[config.mk]
export PLATFORM = sky130hd
export DESIGN_NAME = dtmf_digit_qualifier
export DESIGN_NICKNAME = d
export VERILOG_FILES = /design/src/rtl/dtq_pkg.sv /design/src/rtl/dtq_sample_gate.sv /design/src/rtl/dtq_run_counter.sv /design/src/rtl/dtq_tracker.sv /design/src/rtl/dtmf_digit_qualifier.sv
export SDC_FILE = /design/constraint.sdc
export NUM_CORES = 1
export LEC_CHECK = 0
export BUFFER_PORTS_ARGS = -buffer_cell sky130_fd_sc_hd__buf_2
export CORE_MARGIN = 3
export CORE_UTILIZATION = 23
export DETAILED_ROUTE_END_ITERATION = 16
export GPL_ROUTABILITY_DRIVEN = 0
export GPL_TIMING_DRIVEN = 0
export SLEW_MARGIN = 20
export SYNTH_ARGS = -nofsm -noshare
export SYNTH_HDL_FRONTEND = slang
export SYNTH_SLANG_ARGS = --single-unit
[constraint.sdc]
create_clock -name clk -period 2.9 [get_ports clk]
set_input_delay 0.145 -clock clk [delete_from_list [all_inputs] [get_ports clk]]
set_output_delay 0.145 -clock clk [all_outputs]
set_load 0.01 [all_outputs]
[src/rtl/dtq_pkg.sv]
package dtq_pkg;

   localparam int DIGIT_W = 4;

   typedef enum logic {
      QS_IDLE = 1'b0,
      QS_HELD = 1'b1
   } qual_state_e;

   function automatic int cnt_width(input int limit);
      return $clog2(limit + 1);
   endfunction

endpackage

[src/rtl/dtq_sample_gate.sv]
module dtq_sample_gate #(
   parameter bit USE_STROBE = 1'b1
) (
   input  logic smp_en,
   output logic step_o
);

   generate
      if (USE_STROBE) begin : g_strobe
         assign step_o = smp_en;
      end else begin : g_every_clock
         logic unused_strobe;
         assign unused_strobe = smp_en;
         assign step_o        = 1'b1;
      end
   endgenerate

endmodule

[src/rtl/dtq_run_counter.sv]
module dtq_run_counter #(
   parameter int LIMIT = 320,
   localparam int W    = dtq_pkg::cnt_width(LIMIT)
) (
   input  logic         clk,
   input  logic         rst_n,
   input  logic         step_i,
   input  logic         hit_i,
   input  logic         cont_i,
   output logic         live_o,
   output logic         reach_o
);

   localparam logic [W-1:0] LIM = W'(LIMIT);
   localparam logic [W-1:0] ONE = W'(1);

   logic [W-1:0] cnt_q;
   logic [W-1:0] cnt_d;

   always_comb begin
      if (!hit_i) begin
         cnt_d = '0;
      end else if (!cont_i) begin
         cnt_d = ONE;
      end else if (cnt_q == LIM) begin
         cnt_d = LIM;
      end else begin
         cnt_d = cnt_q + ONE;
      end
   end

   always_ff @(posedge clk or negedge rst_n) begin
      if (!rst_n) begin
         cnt_q <= '0;
      end else if (step_i) begin
         cnt_q <= cnt_d;
      end
   end

   assign live_o  = (cnt_q != '0);
   assign reach_o = step_i && (cnt_d == LIM) && (cnt_q != LIM);

endmodule

[src/rtl/dtq_tracker.sv]
module dtq_tracker #(
   parameter int CODE_W = dtq_pkg::DIGIT_W
) (
   input  logic              clk,
   input  logic              rst_n,
   input  logic              step_i,
   input  logic              present_i,
   input  logic [CODE_W-1:0] code_i,
   input  logic              tone_live_i,
   input  logic              tone_reach_i,
   input  logic              gap_reach_i,
   output logic              same_code_o,
   output logic              valid_o,
   output logic [CODE_W-1:0] code_o
);

   import dtq_pkg::*;

   qual_state_e       st_q;
   qual_state_e       st_d;
   logic [CODE_W-1:0] cand_q;
   logic [CODE_W-1:0] code_q;

   assign same_code_o = tone_live_i && (code_i == cand_q);

   always_ff @(posedge clk or negedge rst_n) begin
      if (!rst_n) begin
         cand_q <= '0;
      end else if (step_i && present_i) begin
         cand_q <= code_i;
      end
   end

   always_comb begin
      st_d = st_q;
      unique case (st_q)
         QS_IDLE: if (tone_reach_i) st_d = QS_HELD;
         QS_HELD: if (gap_reach_i)  st_d = QS_IDLE;
         default: st_d = QS_IDLE;
      endcase
   end

   always_ff @(posedge clk or negedge rst_n) begin
      if (!rst_n) begin
         st_q   <= QS_IDLE;
         code_q <= '0;
      end else begin
         st_q <= st_d;
         if (st_q == QS_IDLE && tone_reach_i) begin
            code_q <= code_i;
         end
      end
   end

   assign valid_o = (st_q == QS_HELD);
   assign code_o  = code_q;

endmodule

[src/rtl/dtmf_digit_qualifier.sv]
module dtmf_digit_qualifier #(
   parameter int CODE_W      = dtq_pkg::DIGIT_W,
   parameter int TONE_ACCEPT = 320,
   parameter int TONE_REJECT = 160,
   parameter int GAP_ACCEPT  = 320,
   parameter int GAP_REJECT  = 160,
   parameter bit USE_STROBE  = 1'b1
) (
   input  logic              clk,
   input  logic              rst_n,
   input  logic              smp_en,
   input  logic              tone_present,
   input  logic [CODE_W-1:0] tone_code,
   output logic              digit_valid,
   output logic [CODE_W-1:0] digit_code
);

   generate
      if (CODE_W < 1) begin : g_bad_width
         $error("CODE_W must be at least 1");
      end
      if (TONE_ACCEPT < 2 || GAP_ACCEPT < 2) begin : g_bad_accept
         $error("accept limits must be at least 2 samples");
      end
      if (TONE_REJECT >= TONE_ACCEPT) begin : g_bad_tone_win
         $error("TONE_REJECT must be below TONE_ACCEPT");
      end
      if (GAP_REJECT >= GAP_ACCEPT) begin : g_bad_gap_win
         $error("GAP_REJECT must be below GAP_ACCEPT");
      end
   endgenerate

   logic step;
   logic tone_live;
   logic tone_reach;
   logic gap_live;
   logic gap_reach;
   logic same_code;
   logic unused_gap_live;

   assign unused_gap_live = gap_live;

   dtq_sample_gate #(
      .USE_STROBE (USE_STROBE)
   ) u_gate (
      .smp_en (smp_en),
      .step_o (step)
   );

   dtq_run_counter #(
      .LIMIT (TONE_ACCEPT)
   ) u_tone_cnt (
      .clk     (clk),
      .rst_n   (rst_n),
      .step_i  (step),
      .hit_i   (tone_present),
      .cont_i  (same_code),
      .live_o  (tone_live),
      .reach_o (tone_reach)
   );

   dtq_run_counter #(
      .LIMIT (GAP_ACCEPT)
   ) u_gap_cnt (
      .clk     (clk),
      .rst_n   (rst_n),
      .step_i  (step),
      .hit_i   (!tone_present),
      .cont_i  (1'b1),
      .live_o  (gap_live),
      .reach_o (gap_reach)
   );

   dtq_tracker #(
      .CODE_W (CODE_W)
   ) u_track (
      .clk          (clk),
      .rst_n        (rst_n),
      .step_i       (step),
      .present_i    (tone_present),
      .code_i       (tone_code),
      .tone_live_i  (tone_live),
      .tone_reach_i (tone_reach),
      .gap_reach_i  (gap_reach),
      .same_code_o  (same_code),
      .valid_o      (digit_valid),
      .code_o       (digit_code)
   );

endmodule

== Word level (Yosys, flattened, before mapping) ==
Cells that the tools add are included.
W data, S select, Z words.

* Register bits after elaboration: 27
* Word-level logic and storage cells: 31

* Add/sub/neg operators: 2
* Eq/ne operators: 7
* Multiplexer cells: 8
* Bitwise gates (word level): 1
* Reduce and logical (&&, ||, !) cells: 8

{| class="wikitable"
|+ Operators with widths
! kind !! number
|-
| $mux W9 || 5
|-
| $eq A9 B9 Y1 const B || 4
|-
| $add A9 B1 Y9 const B || 2
|-
| $ne A9 B9 Y1 const B || 2
|-
| $reduce_bool A9 Y1 || 1
|-
| $logic_and A1 B1 Y1 || 7
|-
| $eq A4 B4 Y1 || 1
|-
| $mux W1 || 2
|-
| $pmux W1 S2 || 1
|-
| $not A1 Y1 || 1
|}

== Logic depth before layout (Yosys ltp) ==
Gate-level depths: netlist of run 1.

* Depth in word-level cells: 9
* Mapped depth: 7
* Gate-level depth less buffers: 7

== Modules after synthesis ==
A second synthesis of run 1 with hierarchy kept.

* Cell total of the unflattened synthesis: 201
* Area total of the unflattened synthesis: 1785.5 µm²

{| class="wikitable"
|+ By module, submodules not included
! module !! times used !! cells an instance !! area an instance (µm²) !! sequential area each (µm²)
|-
| dtq_run_counter (u_tone_cnt) || 1 || 83 || 706.9 || 225.2
|-
| dtq_run_counter (u_gap_cnt) || 1 || 81 || 669.4 || 225.2
|-
| dtq_tracker || 1 || 34 || 394.1 || 225.2
|-
| dtmf_digit_qualifier || 1 || 2 || 7.5 || 0.0
|-
| dtq_sample_gate || 1 || 1 || 7.5 || 0.0
|}

== Worst setup path before layout of run 1 ==
Ideal clock, no wire load.

* Path kind: register -> register
* From: register u_tone_cnt.cnt_q[0]
* To: register u_track.code_q[0], in the netlist u_track.code_o[0]
* Setup time: 0.125 ns
* Arrival time: 2.003 ns
* Data required time: 2.775 ns
* Slack: 0.772 ns
* Stages on the path, launching flop included: 8
* Path buffers: 1
* Cells stage by stage: dfrtp_1 -> ha_1 -> buf_6 -> or2_2 -> o21ai_0 -> a2bb2oi_1 -> a2111oi_4 -> mux2_2

* Cells in the longest elaborated chain, start to end: 8
* Elaborated cells between the ends (all ways): 12
* Classes of those cells: 1 x add/sub; 3 x eq/ne; 3 x mux; 5 x reduce/logical

{| class="wikitable"
|+ Ends and longest elaborated chain
! item !! RTL line !! source
|-
| from (decl) || dtq_run_counter.sv:17 || <nowiki>logic [W-1:0] cnt_q;</nowiki>
|-
| from (signal assigned) || dtq_run_counter.sv:36 || <nowiki>cnt_q <= cnt_d;</nowiki>
|-
| $add A9 B1 Y9, or another cell as far along || dtq_run_counter.sv:28 || <nowiki>cnt_d = cnt_q + ONE;</nowiki>
|-
| $mux W9 / $logic_and A1 B1 Y1 (equally long branches) || dtq_run_counter.sv:25, dtq_tracker.sv:24 ||
|-
| $mux W9 || dtq_run_counter.sv:23 || <nowiki>end else if (!cont_i) begin</nowiki>
|-
| $mux W9 || dtq_run_counter.sv:21 || <nowiki>if (!hit_i) begin</nowiki>
|-
| $eq A9 B9 Y1 || dtq_run_counter.sv:41 || <nowiki>assign reach_o = step_i && (cnt_d == LIM) && (cnt_q != LIM);</nowiki>
|-
| $logic_and A1 B1 Y1 || dtq_run_counter.sv:41 ||
|-
| $logic_and A1 B1 Y1 (*) || dtq_run_counter.sv:41 ||
|-
| $logic_and A1 B1 Y1 (*) || dtq_tracker.sv:49 || <nowiki>if (st_q == QS_IDLE && tone_reach_i) begin</nowiki>
|-
| to (signal assigned) || dtq_tracker.sv:50 || <nowiki>code_q <= code_i;</nowiki>
|-
| to (decl) || dtq_tracker.sv:22 || <nowiki>logic [CODE_W-1:0] code_q;</nowiki>
|}

Mark *: on every way between the ends. The rest lies on a longest branch, timed or not.
A chain may end at the register's enable or synchronous reset.

== Worst setup path in the final report of run 1 ==
* From: register u_track.cand_q[3]
* To: register u_track.code_q[0], in the netlist u_track.code_o[0]

* Cells in the longest elaborated chain, start to end: 8

{| class="wikitable"
|+ Ends and longest elaborated chain
! item !! RTL line !! source
|-
| from (decl) || dtq_tracker.sv:21 || <nowiki>logic [CODE_W-1:0] cand_q;</nowiki>
|-
| from (signal assigned) || dtq_tracker.sv:30 || <nowiki>cand_q <= code_i;</nowiki>
|-
| $eq A4 B4 Y1 || dtq_tracker.sv:24 || <nowiki>assign same_code_o = tone_live_i && (code_i == cand_q);</nowiki>
|-
| $logic_and A1 B1 Y1 || dtq_tracker.sv:24 ||
|-
| $mux W9 || dtq_run_counter.sv:23 ||
|-
| $mux W9 || dtq_run_counter.sv:21 ||
|-
| $eq A9 B9 Y1 || dtq_run_counter.sv:41 ||
|-
| $logic_and A1 B1 Y1 (2 in series) || dtq_run_counter.sv:41 ||
|-
| $logic_and A1 B1 Y1 || dtq_tracker.sv:49 ||
|}

No other way between the ends.

==> flow_metrics.env, run 1 <==
export IMPL_wl_per_cell_um=12.5
export IMPL_synthFlopType="dfrtp_1"
export IMPL_criticalPathCategory="reg2reg"
export IMPL_post_dp_hpwl_um=2680
export IMPL_timing_slew_headroom_pct=58.8
export IMPL_die_width_um=92.6
export IMPL_seq_area_frac_synth_pct=39.2
export IMPL_cts_reportedPaths_clkPinSlew_ns=0.09
export IMPL_design_die_area_mm2=0.00857
export IMPL_synth_async_reset_ratio_pct=100
export IMPL_min_period_over_period_pct=82.9
export IMPL_hold_depth=2
export IMPL_synth_top_cells_by_area="dfrtp_1 (39%), mux2_2 (5.2%), o21ai_0 (4.4%), nand2_1 (3.3%), ha_1 (2.9%)"
export IMPL_drv_cap=0
export IMPL_vias_per_cell=4.79
export IMPL_post_route_cells_drive_above_1_share_pct=17.9
export IMPL_route_met3_wl_um=133
export IMPL_max_clock_freq_mhz=416
export IMPL_critical_path_n_buffers_inverters=0
export IMPL_io_pin_count=13
export IMPL_critical_path_slowest_cell="nor4_4"
export IMPL_met2_wirelength_um=1660
export IMPL_yosysTopAreaCell="dfrtp_1"
export IMPL_final_cells=297
export IMPL_synth_seq_cells=27
export IMPL_tightest_slew_ns=0.618
export IMPL_start_util_pct=24.5
export IMPL_power_static_leakage_uw=0.000794
export IMPL_ctsHoldBuffers=1
export IMPL_setup_viol_count_final=0
export IMPL_cp_max_fo=8
export IMPL_hold_path_startpoint="tone_code[3]"
export IMPL_cts_root_buf="clkbuf_8"
export IMPL_yosysWarnings=0
export IMPL_regToRegEndpoint="u_track.code_o[0]"
export IMPL_number_of_filler_cells_placed_in_the_layout=748
export IMPL_detail_route_first_pass_iterations=4
export IMPL_tns_ns=0
export IMPL_synth_enable_flop_cells=0
export IMPL_sequential_cell_area_um2=676
export IMPL_netlist_cell_type_count=50
export IMPL_final_core_util_pct=27.9
export IMPL_critical_path_max_stage_delay_ns=0.54
export IMPL_worst_r2r_path_depth=5
export IMPL_finalMaxSlewViolations=0
export IMPL_timing_rr_start="u_track.cand_q[3]"
export IMPL_synth_mux_area_fraction_pct=6.97
export IMPL_cts_buffers_inserted=3
export IMPL_worstHoldEndpoint="u_track.cand_q[3]"
export IMPL_layout_common_cells="dfrtp_1 (27), buf_2 (15), nand2_1 (15), o21ai_0 (15), inv_1 (11)"
export IMPL_cts_setup_buffers=0
export IMPL_outcome="finished clean"
export IMPL_timing_hold_worst_class="in2reg"
export IMPL_mostFrequentLayoutCell="dfrtp_1"
export IMPL_routed_top_layer="met4"
export IMPL_maximum_number_of_pins_on_one_net_before_global_route_repair=28
export IMPL_fp_dieH_um=92.6
export IMPL_tritoncts="yes"
export IMPL_syn_inst=184
export IMPL_buffer_depth_of_the_longest_clock_path=2
export IMPL_insertedDiodeCount=0
export IMPL_setup_worst_path_end_class="register"
export IMPL_synth_compound_area_share_pct=21.6
export IMPL_synth_top_area_share_pct=39.2
export IMPL_placed_cells=292
export IMPL_clk_insertion_delay_late_ns=0.27
export IMPL_number_of_global_route_vias_before_repair=1322
export IMPL_gr_usage_all_layers_pct=9.01
export IMPL_synth_xor_area_share_pct=3.05
export IMPL_rsz0062_at_grt="false"
export IMPL_worst_ep_arrival_time_ns=2.57
export IMPL_multi_input_comb_area_um2=941
export IMPL_worst_endpoint_required_ns=3.06
export IMPL_post_synth_instance_area_mm2=0.00172
export IMPL_final_setup_skew_ns=0.000651
export IMPL_wl_met1_um=1870
export IMPL_synth_nets=196
export IMPL_grt_pass1_wl_um=6380
export IMPL_largest_family_of_logic_cells_by_synthesized_area="compound AO/OA/AOI/OAI gates"
export IMPL_via_count=1423
export IMPL_rows=30
export IMPL_core_region_area_mm2=0.00702
export IMPL_final_min_clock_period_ns=2.40
export IMPL_wirelength_um=3720
export IMPL_design_final_nets=214
export IMPL_number_of_clock_sinks=27
export IMPL_cts_htree_levels=1
export IMPL_drcViolationCount=0
export IMPL_grt_residual_overflow=0
export IMPL_critPathTopFamily="compound AO/OA/AOI/OAI gates"
export IMPL_pwr_density_cell_mw_per_mm2=369
export IMPL_drt_initial_drc_count=96
export IMPL_postCtsResizedCells=0
export IMPL_max_vdd_ir_drop_mv=0.226
export IMPL_cp_cell_sequence="xor2_1, nor4_4, o2111ai_2, a2111oi_4, mux2_2"
export IMPL_worst_setup_path_start_kind="register"
export IMPL_syn_to_final_growth_pct=13.7
export IMPL_synth_avg_cell_area_um2=9.36
export IMPL_reg2reg_setup_slack_ns=0.50
export IMPL_detail_route_antenna_nets=0
export IMPL_timing_hold_violations_final=0
export IMPL_synth_adder_area_share_pct=2.90
export IMPL_synth_simple_area_share_pct=20.1
export IMPL_port_buffer_count=12
export IMPL_grt_antenna_before_repair=0
==> flip-flops by register name, summed over array words and instances, names as in the netlist <==
name / count
u_tone_cnt.cnt_q: 9
u_track.cand_q: 4
u_track.code_o: 4
u_gap_cnt.cnt_q: 9
u_track.valid_o: 1
==> per-layer routing <==
layer | vias to the layer above | global-route usage [%]
met1 | 662 | 12.6
li1 | 714 | -
met3 | 7 | 1.22
met5 | - | 0
met2 | 40 | 14.6
met4 | 0 | 2.23
==> kinds of logic (layout without fill, tap and decap cells) <==
| logic type | after synthesis | in the layout |
|---|---|---|
| mux | 11 | 11 |
| xor+xnor | 6 | 6 |
| flops | 27 | 27 |
| simple gates | 62 | 62 |
| compound gates | 50 | 50 |
| buf+inv | 24 | 41 |
| fa+ha+maj | 4 | 4 |
==> cell usage after synthesis, types with 2 or more instances <==
cell type / count
a21o_1: 3
a21oi_1: 4
a31oi_1: 3
a41o_2: 2
a41oi_1: 3
and3_1: 2
buf_2: 3
clkbuf_1: 6
dfrtp_1: 27
ha_1: 4
inv_1: 11
mux2_2: 8
mux2i_1: 3
nand2_1: 15
nand3_1: 10
nand4_1: 6
nor2_1: 6
nor2b_1: 4
nor3_1: 7
nor4b_1: 3
o21a_1: 3
o21ai_0: 15
o22ai_1: 3
o2bb2ai_1: 2
o31ai_1: 2
xnor2_1: 2
xor2_1: 4
==> layout make-up <==
type,count,area share [%]
buffer,12,3.13
inverter,12,2.30
multi-input combinational,133,48.1
clock buffer,4,2.30
tap,96,6.13
timing repair buffer,13,3.58
sequential,27,34.5
==> stage by stage <==
step / setup WS [ns] / power (µW) / instance area, µm² / hold slack, ns
after floorplan: 0.772 / 479 / 1720 / -0.151
after global placement: 0.502 / 511 / 1900 / 0.208
after detailed placement: 0.483 / 512 / 1900 / 0.201
after CTS: 0.467 / 733 / 1960 / 0.133
after global routing: 0.331 / 767 / 1960 / 0.132
final: 0.496 / 723 / 1960 / 0.136
==> worst max-delay path by stage <==
stage | startpoint | cells after the start | endpoint | slack, ns
after floorplan | u_tone_cnt.cnt_q[0] | 7 | u_track.code_o[0] | 0.77
after global placement | u_track.cand_q[3] | 5 | u_track.code_o[1] | 0.50
after detailed placement | u_track.cand_q[3] | 5 | u_track.code_o[1] | 0.48
after CTS | u_track.cand_q[3] | 5 | u_track.code_o[0] | 0.47
after global routing | u_track.cand_q[3] | 5 | u_track.code_o[0] | 0.33
final | u_track.cand_q[3] | 5 | u_track.code_o[0] | 0.50
==> power breakdown <==
part	switching (µW)	total (µW)	internal [µW]
sequential	11.9	402	391
clock	119	217	98.5
combinational	63.3	103	40.2
Power figures use the tool's default switching activity.
==> run 2: changes to the inputs <==
- clock period: 2.9 -> 2.3 ns (I/O delays scaled with it)
==> run 2 against run 1 <==
Sequential share of layout area down 1.1 points. Critical endpoint unchanged. Global-route usage is 0.068 points higher. Non-clock buffer count increased by 6. Maximum frequency is 8.0% higher. Clock-buffer cell count did not move. Clock power is 26% higher. Worst hold slack worse by 0.028 ns. Clock skew grew 0.0024 ns.
==> flow_metrics.env, run 2 (same netlist as run 1, synthesis figures left out) <==
export IMPL_drt_initial_drc_count=113
export IMPL_rows=30
export IMPL_maximum_number_of_pins_on_one_net_before_global_route_repair=28
export IMPL_timing_rr_start="u_tone_cnt.cnt_q[0]"
export IMPL_critical_path_n_buffers_inverters=2
export IMPL_power_static_leakage_uw=0.000830
export IMPL_wl_per_cell_um=12.8
export IMPL_number_of_filler_cells_placed_in_the_layout=742
export IMPL_number_of_clock_sinks=27
export IMPL_worstHoldEndpoint="u_track.cand_q[3]"
export IMPL_final_min_clock_period_ns=2.23
export IMPL_finalMaxSlewViolations=0
export IMPL_min_period_over_period_pct=96.8
export IMPL_detail_route_antenna_nets=0
export IMPL_worst_ep_arrival_time_ns=2.39
export IMPL_cts_root_buf="clkbuf_8"
export IMPL_cp_cell_sequence="ha_1, buf_6, or2_2, o21ai_2, a2bb2oi_2, a2111oi_4, buf_4, mux2_2"
export IMPL_max_clock_freq_mhz=449
export IMPL_start_util_pct=24.5
export IMPL_timing_slew_headroom_pct=58.4
export IMPL_combPwrFrac_pct=15.6
export IMPL_insertedDiodeCount=0
export IMPL_netSwitchingFraction_pct=26.7
export IMPL_pre_cts_ws_ns=-0.117
export IMPL_rsz0062_at_grt="false"
export IMPL_critical_path_max_stage_delay_ns=0.45
export IMPL_layout_common_cells="dfrtp_1 (26), buf_2 (15), nand2_1 (15), o21ai_0 (14), inv_1 (11)"
export IMPL_io_pin_count=13
export IMPL_worst_setup_path_start_kind="register"
export IMPL_port_buffer_count=12
export IMPL_tritoncts="yes"
export IMPL_core_region_area_mm2=0.00702
export IMPL_seqPwrFrac_pct=54.9
export IMPL_max_vdd_ir_drop_mv=0.284
export IMPL_die_width_um=92.6
export IMPL_grt_residual_overflow=0
export IMPL_setup_viol_count_final=0
export IMPL_report_power_total_uw=924
export IMPL_post_route_cells_drive_above_1_share_pct=22.7
export IMPL_hold_path_startpoint="tone_code[3]"
export IMPL_largestRegisters="u_gap_cnt.cnt_q: 9 flops, u_tone_cnt.cnt_q: 9 flops"
export IMPL_timing_hold_violations_final=0
export IMPL_drcViolationCount=0
export IMPL_final_setup_skew_ns=0.00303
export IMPL_clk_insertion_delay_late_ns=0.27
export IMPL_timing_hold_worst_class="in2reg"
export IMPL_grt_antenna_before_repair=0
export IMPL_tightest_slew_ns=0.624
export IMPL_final_design_area_excluding_fillers_mm2=0.00202
export IMPL_hold_depth=2
export IMPL_cts_reportedPaths_clkPinSlew_ns=0.09
export IMPL_vias_per_cell=4.83
export IMPL_detail_route_first_pass_iterations=4
export IMPL_reg2reg_setup_slack_ns=0.07
export IMPL_worst_endpoint_required_ns=2.46
export IMPL_design_die_area_mm2=0.00857
export IMPL_gr_usage_all_layers_pct=9.08
export IMPL_pwr_density_cell_mw_per_mm2=457
export IMPL_number_of_global_route_vias_before_repair=1332
export IMPL_internal_power_uw=678
export IMPL_wirelength_um=3890
export IMPL_syn_to_final_growth_pct=17.5
export IMPL_grt_pass1_wl_um=6430
export IMPL_outcome="finished clean"
export IMPL_regToRegEndpoint="u_track.code_o[0]"
export IMPL_fp_dieH_um=92.6
export IMPL_cts_htree_levels=1
export IMPL_cp_max_fo=10
export IMPL_worst_r2r_path_depth=8
export IMPL_setup_slack_ns=0.0743
export IMPL_critPathTopFamily="compound AO/OA/AOI/OAI gates"
export IMPL_mostFrequentLayoutCell="dfrtp_1"
export IMPL_final_core_util_pct=28.8
export IMPL_criticalPathCategory="reg2reg"
export IMPL_power_dissipated_by_switching_net_loads_uw=247
export IMPL_cts_buffers_inserted=3
export IMPL_via_count=1465
export IMPL_buffer_depth_of_the_longest_clock_path=2
export IMPL_critical_path_slowest_cell="dfrtp_2"
export IMPL_design_final_nets=220
export IMPL_clock_network_power_share_pct=29.5
export IMPL_setup_worst_path_end_class="register"
export IMPL_dpl_cell_area_mm2=0.00190
export IMPL_drv_cap=0
export IMPL_post_dp_hpwl_um=2680
-- run 2: final cells by class --
cell class	instances	area (µm²)	share of cell area, %
plain buffers	11	57.6	2.84
clock buffers	4	45.0	2.22
inverters	12	45.0	2.22
multi-input cells	133	957	47.3
flip-flops and latches	27	677	33.4
well taps	96	120	5.93
repair buffers	20	123	6.06
-- run 2: what timing repair did --
| item | 4_1_cts | 5_1_grt |
|---|---|---|
| pin swaps | 1 | 1 |
| resized for setup | 0 | 6 |
| endpoints found under the setup margin | 4 | 5 |
| setup buffers | 1 | 6 |
| endpoints found under the hold margin | 27 | 0 |
| hold buffers | 1 | 0 |
-- run 2: worst max-delay path by stage --
stage                             start                 to  slack [ns]  cells past startpoint
global route        u_tone_cnt.cnt_q[0]  u_track.code_o[0]       0.009                      8
CTS                 u_tone_cnt.cnt_q[0]  u_track.code_o[0]        0.01                      8
global placement      u_track.cand_q[3]  u_track.code_o[1]        -0.1                      5
floorplan           u_tone_cnt.cnt_q[0]  u_track.code_o[0]        0.17                      7
detailed placement    u_track.cand_q[3]  u_track.code_o[1]       -0.12                      5
finish              u_tone_cnt.cnt_q[0]  u_track.code_o[0]        0.07                      8
-- run 2: per-stage QoR --
step           instances  setup TNS, ns  hold WS (ns)
6_report             303              0         0.108
4_1_cts              298              0         0.103
5_1_grt              303              0         0.102
2_1_floorplan        184              0        -0.181
3_3_place_gp         292         -0.387         0.178
3_5_place_dp         292         -0.452         0.171
-- run 2: metal layers --
metal	share of wire [%]	track usage (%)	wire, µm
met1	48	12.8	1870
met2	46	14.6	1780
met3	4.7	1.22	184
met4	1.3	2.23	52
met5	0	0	0
-- run 2: power groups by stage --
| stage | Combinational [µW] | Sequential [µW] | Clock, µW |
|---|---|---|---|
| after floorplan | 90.0 | 514 | 0 |
| after global placement | 129 | 516 | 0 |
| after detailed placement | 129 | 517 | 0 |
| after CTS | 132 | 507 | 285 |
| after global routing | 164 | 510 | 307 |
| final | 144 | 507 | 273 |
